===== src/rtl/mdrop_pkg.sv =====
package mdrop_pkg;
  // Classification of an accepted word
  typedef enum logic [1:0] {
    WK_PLAIN = 2'd0,   // multidrop off: ninth bit not interpreted
    WK_DATA  = 2'd1,   // multidrop data word
    WK_ADDR  = 2'd2    // multidrop address word
  } word_kind_t;

  function automatic word_kind_t classify(input logic multidrop, input logic ninth);
    if (!multidrop) return WK_PLAIN;
    return ninth ? WK_ADDR : WK_DATA;
  endfunction
endpackage


===== src/rtl/mdrop_addr_src.sv =====
module mdrop_addr_src #(
  parameter int ADDR_W = 8,
  parameter int PIN_W  = 4,
  parameter int STAGES = 2
) (
  input  logic              clk,
  input  logic              rst_n,
  input  logic              pin_mode,
  input  logic [ADDR_W-1:0] reg_addr,
  input  logic [PIN_W-1:0]  pins,
  output logic [ADDR_W-1:0] eff_addr
);
  localparam int HI_W = ADDR_W - PIN_W;

  logic [PIN_W-1:0] sync_q [STAGES];

  genvar s;
  generate
    for (s = 0; s < STAGES; s++) begin : g_sync
      always_ff @(posedge clk) begin
        if (!rst_n) sync_q[s] <= '0;
        else if (s == 0) sync_q[s] <= pins;
        else sync_q[s] <= sync_q[(s == 0) ? 0 : s-1];
      end
    end
  endgenerate

  always_comb begin
    if (pin_mode) eff_addr = {reg_addr[ADDR_W-1 -: HI_W], sync_q[STAGES-1]};
    else          eff_addr = reg_addr;
  end
endmodule


===== src/rtl/mdrop_select.sv =====
module mdrop_select
  import mdrop_pkg::*;
#(
  parameter int ADDR_W = 8
) (
  input  logic              clk,
  input  logic              rst_n,
  input  logic              filt_on,
  input  logic              take,
  input  word_kind_t        kind,
  input  logic [ADDR_W-1:0] word_byte,
  input  logic [ADDR_W-1:0] eff_addr,
  input  logic              irq_clr,
  output logic              pass,
  output logic              irq
);
  logic selected_q;

  always_comb begin
    if (!filt_on) pass = 1'b1;
    else          pass = (kind == WK_DATA) && selected_q;
  end

  always_ff @(posedge clk) begin
    if (!rst_n || !filt_on) selected_q <= 1'b0;
    else if (take && kind == WK_ADDR) selected_q <= (word_byte == eff_addr);
  end

  // set takes priority over clear
  always_ff @(posedge clk) begin
    if (!rst_n) irq <= 1'b0;
    else if (take && kind == WK_ADDR) irq <= 1'b1;
    else if (irq_clr) irq <= 1'b0;
  end
endmodule


===== src/rtl/mdrop_out_stage.sv =====
module mdrop_out_stage #(
  parameter int DATA_W = 8
) (
  input  logic              clk,
  input  logic              rst_n,
  input  logic              push,
  input  logic [DATA_W-1:0] push_data,
  input  logic              out_ready,
  output logic              out_valid,
  output logic [DATA_W-1:0] out_data,
  output logic              space
);
  assign space = !out_valid || out_ready;

  always_ff @(posedge clk) begin
    if (!rst_n) begin
      out_valid <= 1'b0;
      out_data  <= '0;
    end else if (push) begin
      out_valid <= 1'b1;
      out_data  <= push_data;
    end else if (out_ready) begin
      out_valid <= 1'b0;
    end
  end
endmodule


===== src/rtl/mdrop_rx_filter.sv =====
module mdrop_rx_filter
  import mdrop_pkg::*;
#(
  parameter int DATA_W = 8,
  parameter int PIN_W  = 4,
  parameter int SYNC_STAGES = 2
) (
  input  logic              clk,
  input  logic              rst_n,
  input  logic              cfg_multidrop,
  input  logic              cfg_filter,
  input  logic              cfg_pin_addr,
  input  logic [DATA_W-1:0] station_addr,
  input  logic [PIN_W-1:0]  addr_pins,
  input  logic              in_valid,
  output logic              in_ready,
  input  logic [DATA_W:0]   in_word,
  output logic              out_valid,
  input  logic              out_ready,
  output logic [DATA_W-1:0] out_data,
  output logic              addr_irq,
  input  logic              addr_irq_clr,
  output logic              parity_check_en
);
  localparam int NINTH = DATA_W;

  logic              take;
  logic              pass;
  logic              filt_on;
  word_kind_t        kind;
  logic [DATA_W-1:0] eff_addr;

  assign filt_on         = cfg_multidrop && cfg_filter;
  assign kind            = classify(cfg_multidrop, in_word[NINTH]);
  assign take            = in_valid && in_ready;
  assign parity_check_en = !cfg_multidrop;

  mdrop_addr_src #(.ADDR_W(DATA_W), .PIN_W(PIN_W), .STAGES(SYNC_STAGES)) u_addr (
    .clk(clk), .rst_n(rst_n), .pin_mode(cfg_pin_addr), .reg_addr(station_addr),
    .pins(addr_pins), .eff_addr(eff_addr)
  );

  mdrop_select #(.ADDR_W(DATA_W)) u_sel (
    .clk(clk), .rst_n(rst_n), .filt_on(filt_on), .take(take), .kind(kind),
    .word_byte(in_word[DATA_W-1:0]), .eff_addr(eff_addr), .irq_clr(addr_irq_clr),
    .pass(pass), .irq(addr_irq)
  );

  mdrop_out_stage #(.DATA_W(DATA_W)) u_out (
    .clk(clk), .rst_n(rst_n), .push(take && pass), .push_data(in_word[DATA_W-1:0]),
    .out_ready(out_ready), .out_valid(out_valid), .out_data(out_data), .space(in_ready)
  );
endmodule


===== config.mk =====
export PLATFORM = sky130hd
export DESIGN_NAME = mdrop_rx_filter
export DESIGN_NICKNAME = d
export VERILOG_FILES = /design/src/rtl/mdrop_pkg.sv /design/src/rtl/mdrop_addr_src.sv /design/src/rtl/mdrop_select.sv /design/src/rtl/mdrop_out_stage.sv /design/src/rtl/mdrop_rx_filter.sv
export SDC_FILE = /design/constraint.sdc
export NUM_CORES = 1
export LEC_CHECK = 0
export BUFFER_PORTS_ARGS = -buffer_cell sky130_fd_sc_hd__buf_2
export CAP_MARGIN = 5
export CORE_MARGIN = 1.5
export CORE_UTILIZATION = 39
export CTS_CLUSTER_DIAMETER = 120
export CTS_CLUSTER_SIZE = 12
export DETAILED_ROUTE_END_ITERATION = 10
export PLACE_DENSITY = 0.74
export SYNTH_ARGS = -nofsm -noshare
export SYNTH_HDL_FRONTEND = slang
export SYNTH_SLANG_ARGS = --single-unit

===== constraint.sdc =====
create_clock -name clk -period 1.1 [get_ports clk]
set_input_delay 0.165 -clock clk [delete_from_list [all_inputs] [get_ports clk]]
set_output_delay 0.165 -clock clk [all_outputs]
set_load 0.01 [all_outputs]

==> metrics.txt <==
status finished, violations left; failing checks setup timing; Setup crit end u_out.out_data[2]$_SDFFE_PN0P_; remaining global-route overflow 0; hold slack ~74 ps; maximum fanout count along the critical path 9; vias in the first global route slightly above 600; share of total power in combinational logic 0.180; Clock transition at path regs 100 ps; Placement Cell Area 1040 um^2; Yosys top cell by area sky130_fd_sc_hd__dfxtp_1; Register-to-Register Path Depth 5; Post-Route Skew 3.73 ps; insertion delay of the later-clocked pin in the worst-skew pair 290 ps; Synth Register Bits 19; clock buffers created by TritonCTS 3; actual transition at the worst max-transition pin 242 ps; DR pass1 iterations 1; Clock Tree Buf Depth 2; number of cells produced by synthesis 73; relative slew slack 0.838; clk sink count 19; hold violation total from the final report 0; Pwr Density 1220 nW/um^2; clock period minus worst slack approximately 1200 ps; number of routed nets with antenna violations 0; # fillers 208; post-synth cell types 18; Startpoint Class register; total routing usage reported by global routing 0.132; critical path's top delay family flip-flops; Setup WS pre-CTS -57.1 ps; CP required 1290 ps; met3 usage 0.0586; Pint 0.992 mW; global-route met2 utilization 0.231; final worst setup slack -61.8 ps; Die W 48.5 um; proportion of netlist area held by the largest area contributor 0.471; pin count of the biggest net entering global routing 20; Die Ht 48.5 um; fraction of layout instances using a drive strength above 1 0.426; dpl hpwl 1150 um; synthesized net count 102; kind of end point of the critical path register; non-filler instance count after layout 142; number of max-slew violations in the final report 0; Max Cap Viol 0; Initial Util 0.412; met1 Use GR 0.135; Syn Area/Cell 11.1 um^2; vias per cell roughly 4.5; number of buffer and inverter stages on the critical path 1; proportion of synthesized chip area in sequential cells 0.471; Seq. cell area 383 um^2; post-CTS setup repair buffer count 0; Critical Path Slowest Stage Cell sky130_fd_sc_hd__dfxtp_2; number of rows created at floorplan 16; number of nets at the end of the flow 145; # IOs 41; Leak around 0.54 nW; cell repeated most along the worst path sky130_fd_sc_hd__nor2b_1; register share of total power 0.563; Net Sw Power between 0.3 and 0.4 mW; worst path cell trace nor2b_1 -> o211ai_2 -> buf_12 -> mux2i_1 -> nor2b_1; critical path startpoint u_sel.selected_q$_SDFFE_PP0P_; synth top area cells sky130_fd_sc_hd__dfxtp_1, sky130_fd_sc_hd__mux2i_1, sky130_fd_sc_hd__xor2_1, sky130_fd_sc_hd__nor2b_1, sky130_fd_sc_hd__and2_1; Clock power frac 0.256; Routed WL per cell 10.1 um; VDD IR max 0.000907 V; Synth warnings 0; post-cts gate resize count 0; Post-Layout Inst Area 1070 um^2; reg2reg start u_sel.selected_q$_SDFFE_PP0P_; routability-driven placement congestion ratio 0.682; initial drt markers 0; first-pass GRT wire length 2380 um; Post-CTS Hold Fix Bufs 0; endpoint of the worst register-to-register path u_out.out_data[2]$_SDFFE_PN0P_; CP Depth 5; total vias in the final route 632; TritonCTS clock tree done; Root Buffer sky130_fd_sc_hd__clkbuf_4; total area of multi-input combinational cells around 410 um^2; setup slack on the worst flop-to-flop path -60 ps; layer with the highest usage after global routing met2; post-synthesis cell area 808 um^2; maximum cell stage delay along the critical path about 330 ps; DRC violation count after routing 0; sum of routed wire length over all layers about 1400 um; switching part of the total power 0.242; H-tree Lvls 1; Buffers on Ports 40; Final setup viols 8; RSZ-0062 raised after global routing true; total instance count after detailed placement 138; initial antenna violation count 0; core footprint about 2000 um^2; Worst Path Arrival 1360 ps; area growth from synthesis to layout 32.7%; class of the most critical hold timing path in2reg; post-route fraction of the period consumed by the critical path 1.06; Die ar. 2350 um^2; f_max 861 MHz; kind of critical path reg2reg; total design power 1.31 mW; Diodes inserted 0
-- layer usage --
metal,part of all wire,wire [um],vias to the layer above
li1,-,-,327
met1,0.42,603,278
met2,0.49,704,25
met3,0.081,116,2
met4,0.0056,8,0
met5,0,0,-
-- area by class of cell --
class	instances	area share
multi-input combinational	50	0.378
sequential	19	0.357
timing repair buffer	41	0.205
tap	27	0.0315
clock buffer	4	0.0245
inverter	1	0.00350
-- cells in the mapped netlist --
master                      n
sky130_fd_sc_hd__dfxtp_1   19
sky130_fd_sc_hd__mux2i_1   12
sky130_fd_sc_hd__nor2b_1    9
sky130_fd_sc_hd__and2_1     8
sky130_fd_sc_hd__xor2_1     8
sky130_fd_sc_hd__a21boi_1   2
sky130_fd_sc_hd__buf_6      2
sky130_fd_sc_hd__nand2b_1   2
sky130_fd_sc_hd__nand3_1    2
sky130_fd_sc_hd__and3_1     1
sky130_fd_sc_hd__clkbuf_1   1
sky130_fd_sc_hd__inv_1      1
sky130_fd_sc_hd__nand2_1    1
sky130_fd_sc_hd__nand4_1    1
sky130_fd_sc_hd__nand4b_1   1
sky130_fd_sc_hd__nor4_4     1
sky130_fd_sc_hd__o211ai_2   1
sky130_fd_sc_hd__o21ai_1    1
-- flip-flops by register name, summed over array words and instances, names as in the netlist --
| register | flops |
|---|---|
| u_out.out_data | 8 |
| u_sel.irq | 1 |
| u_sel.selected_q | 1 |
| u_out.out_valid | 1 |
| u_addr.sync_q | 8 |
-- how the worst min path moves through the flow --
| stage | from | end | cells after the start |
|---|---|---|---|
| after floorplan | addr_pins[0] | u_addr.sync_q[0][0]$_SDFF_PN0_ | 1 |
| after global placement | addr_pins[2] | u_addr.sync_q[0][2]$_SDFF_PN0_ | 2 |
| after detailed placement | addr_pins[1] | u_addr.sync_q[0][1]$_SDFF_PN0_ | 2 |
| after CTS | addr_pins[1] | u_addr.sync_q[0][1]$_SDFF_PN0_ | 2 |
| after global routing | addr_pins[3] | u_addr.sync_q[0][3]$_SDFF_PN0_ | 2 |
| final | addr_pins[2] | u_addr.sync_q[0][2]$_SDFF_PN0_ | 2 |
-- placed cells by master, fill, tap and decap left out --
master / synthesis / routed
sky130_fd_sc_hd__nand4b_1: 1 / 1
sky130_fd_sc_hd__dfxtp_1: 19 / 17
sky130_fd_sc_hd__dfxtp_2: 0 / 2
sky130_fd_sc_hd__nand2b_4: 0 / 1
sky130_fd_sc_hd__nand3_1: 2 / 2
sky130_fd_sc_hd__clkbuf_1: 1 / 1
sky130_fd_sc_hd__a21boi_1: 2 / 2
sky130_fd_sc_hd__xor2_1: 8 / 8
sky130_fd_sc_hd__o211ai_2: 1 / 1
sky130_fd_sc_hd__nand4_1: 1 / 1
sky130_fd_sc_hd__buf_2: 0 / 40
sky130_fd_sc_hd__and3_1: 1 / 1
sky130_fd_sc_hd__buf_12: 0 / 1
sky130_fd_sc_hd__nand2_1: 1 / 1
sky130_fd_sc_hd__nor4_4: 1 / 1
sky130_fd_sc_hd__mux2i_1: 12 / 12
sky130_fd_sc_hd__and2_1: 8 / 8
sky130_fd_sc_hd__inv_1: 1 / 1
sky130_fd_sc_hd__nor2b_1: 9 / 9
sky130_fd_sc_hd__clkbuf_4: 0 / 3
sky130_fd_sc_hd__nand2b_1: 2 / 1
sky130_fd_sc_hd__o21ai_1: 1 / 1
-- stage by stage --
step / util / TNS, ps
2_1_floorplan: - / 0
3_3_place_gp: 0.532 / 0
3_5_place_dp: 0.532 / -317
4_1_cts: 0.545 / -425
5_1_grt: 0.547 / -781
6_report: 0.547 / -362
-- power groups by stage --
stage               clock network (mW)  logic (mW)  registers (mW)
floorplan                            0       0.125           0.764
global placement                     0       0.233           0.753
detailed placement                   0       0.238           0.754
CTS                              0.359       0.240           0.738
global route                     0.384       0.258           0.742
finish                           0.336       0.236           0.737
-- kinds of logic after synthesis --
kind of cell,synth area share
simple gates,0.217
flops,0.471
mux,0.149
xor+xnor,0.0867
compound gates,0.0402
buf+inv,0.0371
Power figures use the tool's default switching activity.
